<file path="config.mk">
export PLATFORM = sky130hd
export DESIGN_NAME = anneal_ctrl
export DESIGN_NICKNAME = d
export VERILOG_FILES = /design/src/rtl/anneal_pkg.sv /design/src/rtl/anneal_ctrl_fsm.sv /design/src/rtl/anneal_datapath.sv /design/src/rtl/anneal_ctrl.sv
export SDC_FILE = /design/constraint.sdc
export NUM_CORES = 1
export LEC_CHECK = 0
export BUFFER_PORTS_ARGS = -buffer_cell sky130_fd_sc_hd__buf_2
export CAP_MARGIN = 10
export CORE_AREA = 2 2 107 212
export DETAILED_ROUTE_END_ITERATION = 10
export DIE_AREA = 0 0 109 214
export PLACE_DENSITY_LB_ADDON = 0.1
export SKIP_CTS_REPAIR_TIMING = 1
export SLEW_MARGIN = 20
export SYNTH_ARGS = -nofsm -noshare
export SYNTH_HDL_FRONTEND = slang
export SYNTH_SLANG_ARGS = --single-unit
</file>
<file path="constraint.sdc">
create_clock -name clk -period 8 [get_ports clk]
set_clock_uncertainty 0.15 [all_clocks]
set_input_delay 1.6 -clock clk [delete_from_list [all_inputs] [get_ports clk]]
set_output_delay 1.6 -clock clk [all_outputs]
set_load 0.005 [all_outputs]
</file>
<file path="src/rtl/anneal_pkg.sv">
package anneal_pkg;
  typedef struct packed {
    logic load;
    logic capture;
    logic decide;
    logic flip;
  } strobe_t;

  function automatic logic [2:0] clampFlips(input logic [2:0] n);
    if (n == 3'd0) return 3'd1;
    if (n > 3'd4) return 3'd4;
    return n;
  endfunction
endpackage

</file>
<file path="src/rtl/anneal_ctrl_fsm.sv">
module anneal_ctrl_fsm
  import anneal_pkg::*;
#(
  parameter int IW = 16
) (
  input  logic          clk,
  input  logic          rstN,
  input  logic          start,
  input  logic          energyValid,
  input  logic [IW-1:0] cfgIterBudget,
  input  logic [2:0]    cfgFlipCount,
  output strobe_t       stb,
  output logic          energyReq,
  output logic          done
);
  typedef enum logic [2:0] {S_IDLE, S_REQ, S_DECIDE, S_FLIP, S_FIN} state_t;

  state_t        state;
  logic [IW-1:0] iterCnt;
  logic [IW:0]   iterNext;
  logic [2:0]    flipCnt;
  logic [2:0]    flipN;
  logic          lastIter;

  assign flipN    = clampFlips(cfgFlipCount);
  assign iterNext = {1'b0, iterCnt} + 1'b1;
  assign lastIter = iterNext >= {1'b0, cfgIterBudget};

  assign energyReq   = (state == S_REQ);
  assign done        = (state == S_FIN);
  assign stb.load    = (state == S_IDLE) && start;
  assign stb.capture = (state == S_REQ) && energyValid;
  assign stb.decide  = (state == S_DECIDE);
  assign stb.flip    = (state == S_FLIP);

  always_ff @(posedge clk or negedge rstN) begin
    if (!rstN) begin
      state   <= S_IDLE;
      iterCnt <= '0;
      flipCnt <= 3'd1;
    end else begin
      unique case (state)
        S_IDLE: if (start) begin
          state   <= S_REQ;
          iterCnt <= '0;
        end
        S_REQ: if (energyValid) state <= S_DECIDE;
        S_DECIDE: begin
          iterCnt <= iterNext[IW-1:0];
          flipCnt <= 3'd1;
          state   <= lastIter ? S_FIN : S_FLIP;
        end
        S_FLIP: begin
          if (flipCnt >= flipN) state <= S_REQ;
          else flipCnt <= flipCnt + 3'd1;
        end
        S_FIN: state <= S_IDLE;
        default: state <= S_IDLE;
      endcase
    end
  end
endmodule

</file>
<file path="src/rtl/anneal_datapath.sv">
module anneal_datapath
  import anneal_pkg::*;
#(
  parameter int ROWS = 8,
  parameter int COLS = 8,
  parameter int EW   = 16,
  parameter int TW   = 8,
  parameter int CW   = 8
) (
  input  logic                 clk,
  input  logic                 rstN,
  input  strobe_t              stb,
  input  logic [31:0]          cfgSeed,
  input  logic [TW-1:0]        cfgTempInit,
  input  logic [3:0]           cfgCoolShift,
  input  logic [EW-1:0]        cfgTol,
  input  logic [CW-1:0]        cfgTrapMax,
  input  logic [ROWS-1:0]      initRow,
  input  logic [COLS-1:0]      initCol,
  input  logic signed [EW-1:0] energyIn,
  output logic [ROWS-1:0]      curRow,
  output logic [COLS-1:0]      curCol,
  output logic [ROWS-1:0]      bestRow,
  output logic [COLS-1:0]      bestCol,
  output logic signed [EW-1:0] bestEnergy
);
  localparam int NV = ROWS + COLS;

  logic [31:0]          lfsr;
  logic [ROWS-1:0]      accRow;
  logic [COLS-1:0]      accCol;
  logic signed [EW-1:0] accE, eNew;
  logic [TW-1:0]        temp;
  logic [CW-1:0]        trap;
  logic                 first;

  logic signed [EW:0]   diff, tolWide, tempWide;
  logic                 isLower, isFlat, isWorse, accept, restart, bestWin;
  logic [TW-1:0]        thresh, tempLoad, cooled, coolRaw;
  logic [CW:0]          trapInc;
  logic [15:0]          pos;
  logic [ROWS-1:0]      rowMask;
  logic [COLS-1:0]      colMask;
  logic [31:0]          lfsrStep;

  assign lfsrStep = {lfsr[30:0], lfsr[31] ^ lfsr[21] ^ lfsr[1] ^ lfsr[0]};
  assign pos      = lfsr[15:0] % 16'(NV);

  for (genvar i = 0; i < ROWS; i++) begin : g_rowMask
    assign rowMask[i] = (pos == 16'(i));
  end
  for (genvar j = 0; j < COLS; j++) begin : g_colMask
    assign colMask[j] = (pos == 16'(ROWS + j));
  end

  assign diff     = {eNew[EW-1], eNew} - {accE[EW-1], accE};
  assign tolWide  = signed'({1'b0, cfgTol});
  assign tempWide = signed'({{(EW + 1 - TW){1'b0}}, temp});
  assign isLower  = diff < 0;
  assign isFlat   = !isLower && (diff <= tolWide);
  assign isWorse  = !isLower && !isFlat;
  assign thresh   = (diff >= tempWide) ? '0 : temp - diff[TW-1:0];
  assign accept   = first || isLower || (isWorse && (lfsr[TW-1:0] < thresh));
  assign trapInc  = {1'b0, trap} + 1'b1;
  assign restart  = !first && isFlat && (trapInc >= {1'b0, cfgTrapMax});
  assign bestWin  = accept && (first || (eNew < bestEnergy));

  assign tempLoad = (cfgTempInit == '0) ? TW'(1) : cfgTempInit;
  assign coolRaw  = temp - (temp >> cfgCoolShift);
  assign cooled   = (coolRaw == '0) ? TW'(1) : coolRaw;

  always_ff @(posedge clk or negedge rstN) begin
    if (!rstN) begin
      lfsr       <= 32'd1;
      curRow     <= '0;
      curCol     <= '0;
      accRow     <= '0;
      accCol     <= '0;
      accE       <= '0;
      eNew       <= '0;
      bestRow    <= '0;
      bestCol    <= '0;
      bestEnergy <= '0;
      temp       <= TW'(1);
      trap       <= '0;
      first      <= 1'b0;
    end else begin
      if (stb.load) begin
        lfsr   <= (cfgSeed == 32'd0) ? 32'd1 : cfgSeed;
        curRow <= initRow;
        curCol <= initCol;
        temp   <= tempLoad;
        trap   <= '0;
        first  <= 1'b1;
      end
      if (stb.capture) eNew <= energyIn;
      if (stb.decide) begin
        lfsr  <= lfsrStep;
        first <= 1'b0;
        if (restart) begin
          curRow <= bestRow;
          curCol <= bestCol;
          accRow <= bestRow;
          accCol <= bestCol;
          accE   <= bestEnergy;
          temp   <= tempLoad;
          trap   <= '0;
        end else begin
          temp <= cooled;
          if (isFlat && !first) trap <= trapInc[CW-1:0];
          else if (isLower) trap <= '0;
          if (accept) begin
            accRow <= curRow;
            accCol <= curCol;
            accE   <= eNew;
          end else begin
            curRow <= accRow;
            curCol <= accCol;
          end
        end
        if (bestWin) begin
          bestRow    <= curRow;
          bestCol    <= curCol;
          bestEnergy <= eNew;
        end
      end
      if (stb.flip) begin
        lfsr   <= lfsrStep;
        curRow <= curRow ^ rowMask;
        curCol <= curCol ^ colMask;
      end
    end
  end
endmodule

</file>
<file path="src/rtl/anneal_ctrl.sv">
module anneal_ctrl
  import anneal_pkg::*;
#(
  parameter int ROWS = 8,
  parameter int COLS = 8,
  parameter int EW   = 16,
  parameter int TW   = 8,
  parameter int CW   = 8,
  parameter int IW   = 16
) (
  input  logic                 clk,
  input  logic                 rstN,
  input  logic                 start,
  input  logic [31:0]          cfgSeed,
  input  logic [TW-1:0]        cfgTempInit,
  input  logic [3:0]           cfgCoolShift,
  input  logic [EW-1:0]        cfgTol,
  input  logic [CW-1:0]        cfgTrapMax,
  input  logic [IW-1:0]        cfgIterBudget,
  input  logic [2:0]           cfgFlipCount,
  input  logic [ROWS-1:0]      initRow,
  input  logic [COLS-1:0]      initCol,
  output logic                 energyReq,
  input  logic                 energyValid,
  input  logic signed [EW-1:0] energyIn,
  output logic [ROWS-1:0]      curRow,
  output logic [COLS-1:0]      curCol,
  output logic [ROWS-1:0]      bestRow,
  output logic [COLS-1:0]      bestCol,
  output logic signed [EW-1:0] bestEnergy,
  output logic                 done
);
  strobe_t stb;

  anneal_ctrl_fsm #(.IW(IW)) u_fsm (
    .clk(clk), .rstN(rstN), .start(start), .energyValid(energyValid),
    .cfgIterBudget(cfgIterBudget), .cfgFlipCount(cfgFlipCount),
    .stb(stb), .energyReq(energyReq), .done(done)
  );

  anneal_datapath #(.ROWS(ROWS), .COLS(COLS), .EW(EW), .TW(TW), .CW(CW)) u_dp (
    .clk(clk), .rstN(rstN), .stb(stb), .cfgSeed(cfgSeed),
    .cfgTempInit(cfgTempInit), .cfgCoolShift(cfgCoolShift), .cfgTol(cfgTol),
    .cfgTrapMax(cfgTrapMax), .initRow(initRow), .initCol(initCol),
    .energyIn(energyIn), .curRow(curRow), .curCol(curCol),
    .bestRow(bestRow), .bestCol(bestCol), .bestEnergy(bestEnergy)
  );
endmodule

</file>
After elaboration in Yosys (flattened, before gate mapping)
Cells that the tools add are included.
W data, S select, Z words.
- add/sub/neg operators: 6
- magnitude comparators: 9
- equal/unequal tests: 23
- shifts and indexed selects: 1
- mux-type cells: 49
- bitwise operators: 5
- reductions and logical operators: 30
- operator list (kind ; number):
    $mux W8 ; 25
    $mux W32 ; 4
    $mux W16 ; 3
    $eq A4 B4 Y1 const B ; 8
    $logic_not A32 Y1 ; 1
    $pmux W16 S2 ; 1
    $mux W3 ; 9
    $add A16 B1 Y17 const B ; 1
    $ge A17 B16 Y1 ; 1
    $ge A17 B9 Y1 ; 1
    $le A17 B17 Y1 ; 1
    $lt A17 B1 Y1 const B ; 1
    $sub A16 B16 Y17 ; 1
    $eq A4 B3 Y1 const B ; 4
    $logic_not A16 Y1 ; 1
    $logic_not A8 Y1 ; 2
    $lt A16 B16 Y1 ; 1
    $sub A8 B8 Y8 ; 2
    $xor A8 B8 Y8 ; 2
    $pmux W3 S4 ; 1
    $add A8 B1 Y9 const B ; 1
    $ge A9 B8 Y1 ; 1
    $eq A4 B2 Y1 const B ; 2
    $logic_and A1 B1 Y1 ; 8
    21 further kinds ; 41
- register bits after elaboration: 167
- input port bits: 123
- output and inout bits: 50
- logic and storage cells: 139

Depth between registers and ports, before layout
Gate-level depths: netlist of run 1.
- depth in word-level cells: 12
- gate-level depth with buffers: 30
- gate-level depth less buffers: 27

By module
Synthesis of run 1 repeated with hierarchy kept, for this count alone.
- cell total of the unflattened synthesis: 1273
- area, all modules: 12120.4 um^2
- by module, submodules not included (module ; instances ; cells an instance ; area each (um^2) ; seq. area each (um^2)):
    anneal_datapath ; 1 ; 1061 ; 10329.9 ; 3631.0
    anneal_ctrl_fsm ; 1 ; 212 ; 1790.5 ; 551.8

Worst setup path after synthesis of run 1
No wires, ideal clock.
- path type: reg-to-reg
- start: register u_dp.eNew[0]
- end: register u_dp.bestCol[7]
- setup time: 0.125 ns
- data arrival time: 6.102 ns
- data required time: 7.725 ns
- slack: 1.623 ns
- cell stages (with the launch flop): 29
- buffers on the path: 2
- clock period less this slack: 6.377 ns
- cells stage by stage: dfrtp_1 inv_1 ha_1 fa_1 nand2b_1 a21oi_1 nor2_1 xnor2_1 ha_1 a211oi_1 o211ai_1 o221a_2 or4_1 a211o_1 or4b_1 o21bai_1 nand2_1 ha_1 a21oi_1 nor2b_1 o21ai_0 nand3_1 nor3_1 nor3_1 o31a_1 buf_6 nor2_4 buf_4 mux2_2
- longest elaborated chain between the ends: 10
- elaborated cells between the ends (all ways): 18
- classes of those cells: add/sub (2); order compare (5); mux (1); reduce/logical (10)
- ends and longest elaborated chain (element ; line ; RTL):
    start: declaration ; anneal_datapath.sv:32 ; logic signed [EW-1:0] accE, eNew;
    start signal: assignment ; anneal_datapath.sv:96 ; if (stb.capture) eNew <= energyIn;
    parallel branches: the longest is 8 deep, another holds $sub A16 B16 Y17 ; n/a ;
    $logic_and A1 B1 Y1 (*) ; anneal_datapath.sv:66 ; assign bestWin = accept && (first || (eNew < bestEnergy));
    $reduce_and A2 Y1 (no source line) (*) ; n/a ;
    end signal: assignment ; anneal_datapath.sv:123 ; bestCol <= curCol;
    end: declaration ; anneal_datapath.sv:24 ; output logic [COLS-1:0] bestCol,
Every way passes the cells marked *.
A chain may end at the register's enable or synchronous reset.

Worst setup path in the final report of run 1
- start: register u_dp.eNew[0]
- end: register u_dp.accE[6]
- longest elaborated chain between the ends: 10
- elaborated cells between the ends (all ways): 19
- classes of those cells: add/sub (2); order compare (4); mux (2); reduce/logical (11)
- ends and longest elaborated chain (element ; line ; RTL):
    $sub A16 B16 Y17 (*) ; anneal_datapath.sv:56 ; assign diff = {eNew[EW-1], eNew} - {accE[EW-1], accE};
    parallel branches: the longest is 9 deep, another holds $ge A17 B9 Y1 ; n/a ;
    end signal: assignment ; anneal_datapath.sv:105 ; accE <= bestEnergy;
    end signal: assignment ; anneal_datapath.sv:115 ; accE <= eNew;
    end: declaration ; anneal_datapath.sv:32 ;
Marks and branches as above.

==> impl_metrics.json, run 1 <==
{
  "seqCellArea_um2": 4180,
  "synth.largest_area_cell": "dfrtp_1",
  "fmax_mhz": 136,
  "rows": 76,
  "slowest_stage": "or4b_1",
  "ioPinCount": 173,
  "synth_area_leaders": "dfrtp_1 (35%), ha_1 (11%), mux2_2 (5.8%)",
  "grt_max_degree": 100,
  "start_kind": "flip-flop",
  "antenna_found_initial": 1,
  "total_power_mw": 6.92,
  "cts_root_buffer": "clkbuf_16",
  "path_class": "reg2reg",
  "worst_ep_arrival_time_ns": 7.56,
  "p_clk_share_pct": 12.5,
  "cp_num_buf_inv": 3,
  "met1Wirelength_um": 11700,
  "clk_latency_ns": 0.46,
  "cp_top_family": "compound AO/OA/AOI/OAI gates",
  "die_height_um": 214,
  "syn2layout_area_growth_pct": 14.2,
  "leakage_nw": 6.51,
  "gp_congestion": 0.877,
  "grt_pass1_wl_um": 51200,
  "wl_met2_um": 17600,
  "synthArstFlopShare_pct": 100,
  "drive_above_1_share_pct": 21.7,
  "hpwl_um": 23200,
  "relSlewSlack_pct": 30.9,
  "routed_wl_um": 31700,
  "power_frac_seq_pct": 24.1,
  "fillCellCount": 1941,
  "grt_usage_pct": 28.1,
  "synth_area_um2": 11700,
  "status": "complete, no violations",
  "syn_inst": 1239,
  "drc_errors": 0,
  "wl_per_cell_um": 19.0,
  "swShare_pct": 46.9,
  "fin_util_pct": 61.8,
  "cp.required_ns": 8.24,
  "dieWidth_um": 109,
  "htreeDepth": 4,
  "tns_ns": 0,
  "cts_buffers": 17,
  "seq_area_frac_synth_pct": 35.8,
  "dr_wl_met3_um": 1270,
  "synth_cell_types": 65,
  "nNetsFinal": 1614,
  "synth_top_area_share_pct": 35.1,
  "die-area_um2": 23300,
  "grt_pass1_vias": 10300,
  "comb_power_share_pct": 63.4,
  "max_stage_delay_ns": 0.51,
  "multi_input_area_um2": 6850,
  "tightest_slew_ns": 1.01,
  "ys.warnings.count": 0,
  "hp-class": "reg2reg",
  "clock_path_buffers": 2,
  "highest_layer": "met4",
  "rsz0062_at_grt": "false",
  "ir_worst_vdd_v": 0.000297,
  "slew_violations": 0,
  "cts_tree": "yes",
  "cts.clk_slew.worst_paths_ns": 0.07,
  "core-area_um2": 21600,
  "syn_area_per_cell_um2": 9.43,
  "grt.overflow.total": 0,
  "hold_slack_ns": 0.326,
  "power.density_nw_per_um2": 518,
  "postRouteAntennaNets": 0,
  "dr.pass1.iters": 7,
  "synth.most_common_cell": "dfrtp_1",
  "via_count": 9973,
  "drt-initial-drc-count": 413,
  "syn-num-nets": 1471,
  "finalCritPeriodShare_pct": 91.6,
  "switching_power_mw": 3.25,
  "synth_ff_type": "dfrtp_1",
  "end_kind": "flip-flop",
  "critical_path.most_common_cell": "ha_1",
  "portBuffers": 172,
  "hold_violations": 0,
  "clock-sinks": 167,
  "drv_cap": 0,
  "synth_edf_count": 0,
  "ys_ff_latch": 167,
  "cell_internal_pwr_mw": 3.67,
  "avgViaCountPerCell": 5.98,
  "layout_min_cycle_time_ns": 7.33,
  "finalSetupViolations": 0,
  "synthTopCellsByCount": "dfrtp_1 (164), nand2_1 (117), ha_1 (106)",
  "crit_fanout": 32,
  "initial_core_util_pct": 54.1
}
power by group through the flow:
stage               clock, mW  combinational, mW  sequential, mW
floorplan                   0               3.36            1.50
global placement            0               4.26            1.66
detailed placement          0               4.36            1.67
CTS                     0.876               4.39            1.66
global route            0.905               4.91            1.72
finish                  0.864               4.38            1.67
path summary, 6_finish.rpt:
check	from	end	slack (ns)	depth (start not counted)
setup / recovery	u_dp.eNew[0]	u_dp.accE[6]	0.67	28
max in group asynchronous	rstN	u_dp.bestCol[4]	5.12	2
hold reg to reg	u_dp.lfsr[27]	u_dp.lfsr[27]	0.33	2
hold / removal	u_dp.lfsr[27]	u_dp.lfsr[27]	0.33	2
min in group asynchronous	rstN	u_dp.temp[7]	1.11	1
setup reg to reg	u_dp.eNew[0]	u_dp.accE[6]	0.67	28
layout make-up:
cell class,count,area share [%]
clock buffers,17,3.19
inverters,102,2.87
well taps,273,2.56
multi-input cells,909,51.4
repair buffers,185,7.33
diodes,1,0.0188
flip-flops and latches,167,31.4
clock inverters,15,1.32
state kept, by name, indices dropped and copies added, names as in the netlist, 16 cells and up:
| signal | cells |
|---|---|
| u_dp.lfsr | 32 |
| u_dp.accE | 16 |
| u_dp.bestEnergy | 16 |
| u_dp.eNew | 16 |
| u_fsm.iterCnt | 16 |
worst reg2reg max path: cells and delay by family, from the launching register on:
kind                     cells  cell delay [ns]
AO/OA/AOI/OAI               11             2.65
XOR/XNOR                     1             0.25
adder cells (fa/ha/maj)      4             1.29
buffers and inverters        3             0.73
flip-flops                   1             0.38
AND/OR/NAND/NOR              9             1.82
stage by stage:
| step | instances | setup WS (ns) | instance area, µm² |
|---|---|---|---|
| finish | 1669 | 0.673 | 13300 |
| global route | 1668 | 0.0647 | 13300 |
| CTS | 1668 | 0.700 | 13300 |
| detailed placement | 1636 | 0.726 | 12700 |
| global placement | 1636 | 0.904 | 12700 |
| floorplan | 1239 | 1.62 | 11700 |
routing by layer:
metal  vias to the layer above  track usage (%)
met2                       276             52.0
met1                      4855             30.5
met4                         0             11.6
met3                        77             5.05
li1                       4765                -
met5                         -                0
layout by cell type (no fill, tap or decap), drive strengths merged, types with 15 or more instances in the layout:
cell / Yosys / final
buf: 17 / 185
nand3: 22 / 22
clkbuf: 44 / 17
or3: 35 / 35
mux2: 60 / 60
o21ai: 49 / 49
nor2: 82 / 82
a21o: 25 / 25
xor2: 34 / 34
a221oi: 17 / 17
inv: 102 / 106
dfrtp: 164 / 164
o22ai: 18 / 18
xnor2: 26 / 26
a21oi: 41 / 41
o21a: 15 / 15
nand2b: 20 / 20
o221a: 33 / 33
a22oi: 32 / 32
mux2i: 27 / 27
nand2: 117 / 117
ha: 106 / 106
kinds of logic after synthesis:
| group | synth area share (%) |
|---|---|
| xor+xnor | 4.50 |
| flops | 35.8 |
| simple gates | 14.9 |
| buf+inv | 5.84 |
| mux | 8.87 |
| fa+ha+maj | 11.9 |
| compound gates | 18.2 |
(Power assumes the default switching activity.)
==> inputs of run 2 (changes only) <==
--- a/config.mk
+++ b/config.mk
@@ -10,7 +10,9 @@
 export CORE_AREA = 2 2 107 212
 export DETAILED_ROUTE_END_ITERATION = 10
 export DIE_AREA = 0 0 109 214
+export MAX_ROUTING_LAYER = met4
 export PLACE_DENSITY_LB_ADDON = 0.1
+export RECOVER_POWER = 50
 export SKIP_CTS_REPAIR_TIMING = 1
 export SLEW_MARGIN = 20
 export SYNTH_ARGS = -nofsm -noshare
==> run 2 against run 1 <==
- the flow now finishes with violations (capacitance limit, slew limit)
- sequential power is essentially flat
- critical path type unchanged
- largest power group unchanged
- worst setup slack worse by 0.0027 ns
- global-route usage rose by 0.75 points
- non-clock buffer count unchanged
==> impl_metrics.json, run 2 (same netlist as run 1, synthesis figures left out) <==
{
  "status": "complete, but fails checks",
  "violations": "capacitance limit, slew limit",
  "cp.required_ns": 8.24,
  "leakage_nw": 6.43,
  "hpwl_um": 23200,
  "worstReg2RegEnd": "u_dp.accE[6]",
  "postRouteAntennaNets": 0,
  "critical_path.most_common_cell": "ha_1",
  "max_stage_delay_ns": 0.51,
  "grt_max_degree": 100,
  "layout_min_cycle_time_ns": 7.33,
  "drive_above_1_share_pct": 19.9,
  "tightest_slew_ns": 5.41,
  "syn2layout_area_growth_pct": 13.7,
  "finalCritPeriodShare_pct": 91.6,
  "rsz0062_at_grt": "false",
  "grt_pass1_vias": 10300,
  "largest_reg_flops": 32,
  "clock_path_buffers": 2,
  "path_class": "reg2reg",
  "htreeDepth": 4,
  "grt_most_used_layer": "met2",
  "grt_usage_pct": 28.9,
  "cts_buffers": 17,
  "drt-initial-drc-count": 469,
  "wl_per_cell_um": 19.0,
  "avgViaCountPerCell": 5.94,
  "end_kind": "flip-flop",
  "grt.overflow.total": 0,
  "die_height_um": 214,
  "dr.pass1.iters": 6,
  "crit_fanout": 32,
  "die-area_um2": 23300,
  "drv_cap": 4,
  "power.density_nw_per_um2": 519,
  "core-area_um2": 21600,
  "drc_errors": 0,
  "grtUsageMet2_pct": 52.0,
  "hp-class": "reg2reg",
  "nNetsFinal": 1614,
  "slew_violations": 203,
  "clk_latency_ns": 0.46,
  "fmax_mhz": 136,
  "min_to": "u_dp.lfsr[27]",
  "relSlewSlack_pct": -261,
  "grt_pass1_wl_um": 51200,
  "portBuffers": 172,
  "hold_path_depth": 2,
  "fillCellCount": 1955,
  "slowest_stage": "or4b_1",
  "regMostFlops": "u_dp.lfsr",
  "gp_congestion": 0.892,
  "r2r-start": "u_dp.eNew[0]",
  "final_cell_mix": "dfrtp_1 (164), buf_2 (152), nand2_1 (117), ha_1 (106), inv_1 (102)",
  "cts_tree": "yes",
  "tns_ns": 0,
  "r2r_slack_ns": 0.67,
  "reg2reg_depth": 28,
  "ir_worst_vdd_v": 0.000298,
  "cts_root_buffer": "clkbuf_16",
  "start_kind": "flip-flop",
  "antenna_found_initial": 1,
  "cts.clk_slew.worst_paths_ns": 0.07,
  "final_common_cell": "dfrtp_1",
  "worst_ep_arrival_time_ns": 7.57,
  "routed_wl_um": 31600,
  "hp-start": "u_dp.lfsr[27]",
  "via_count": 9920,
  "hold_violations": 0,
  "hold_slack_ns": 0.329,
  "dieWidth_um": 109,
  "initial_core_util_pct": 54.1,
  "finalSetupViolations": 0,
  "met3_usage_pct": 4.84,
  "grtUsageMet1_pct": 30.5,
  "clock-sinks": 167,
  "ioPinCount": 173,
  "rows": 76
}
-- run 2: changes by cell type in the layout (fill, tap and decap cells not counted), sizes merged --
cell    change
clkbuf     +22
buf        -22
-- run 2: metrics by stage --
stage	worst slack [ns]	area (µm²)	instances	utilization, %	power, mW
CTS	0.700	13300	1668	61.8	6.93
floorplan	1.62	11700	1239	-	4.86
global placement	0.904	12700	1636	59.0	5.92
global route	0.0356	13300	1669	61.6	7.52
detailed placement	0.726	12700	1636	59.0	6.02
finish	0.670	13300	1669	61.6	6.90
-- run 2: layout make-up --
| cell class | count | area [µm²] | area share, % |
|---|---|---|---|
| clock inverters | 15 | 176 | 1.33 |
| inverters | 102 | 383 | 2.88 |
| diodes | 1 | 2.50 | 0.0188 |
| repair buffers | 185 | 935 | 7.03 |
| flip-flops and latches | 167 | 4180 | 31.5 |
| well taps | 273 | 342 | 2.57 |
| multi-input cells | 909 | 6840 | 51.5 |
| clock buffers | 17 | 425 | 3.20 |
-- run 2: metal layers --
layer	wire length, µm	up-vias
met3	1160	73
met2	17700	236
met1	11700	4857
li1	-	4754
met4	1090	0
met5	0	-
-- run 2: power breakdown --
group / internal [mW] / switching (mW)
logic: 1.94 / 2.43
clock network: 0.493 / 0.368
registers: 1.22 / 0.444
total: 3.66 / 3.24
-- run 2: worst max-delay path by stage --
stage          cells past startpoint          from  slack (ns)         endpoint
2_1_floorplan                     28  u_dp.eNew[0]        1.62  u_dp.bestCol[7]
3_3_place_gp                      28  u_dp.eNew[0]        0.90   u_dp.accRow[0]
3_5_place_dp                      28  u_dp.eNew[0]        0.73     u_dp.accE[6]
4_1_cts                           28  u_dp.eNew[0]        0.70     u_dp.accE[6]
5_1_grt                           28  u_dp.eNew[0]        0.04     u_dp.accE[6]
6_report                          28  u_dp.eNew[0]        0.67     u_dp.accE[6]
-- run 2: worst max-delay path, delay by kind of cell (launching register included) --
kind | cells | cell delay (ns)
AND/OR/NAND/NOR | 9 | 1.82
flip-flops | 1 | 0.38
buffers and inverters | 3 | 0.76
adder cells (fa/ha/maj) | 4 | 1.29
XOR/XNOR | 1 | 0.25
AO/OA/AOI/OAI | 11 | 2.59
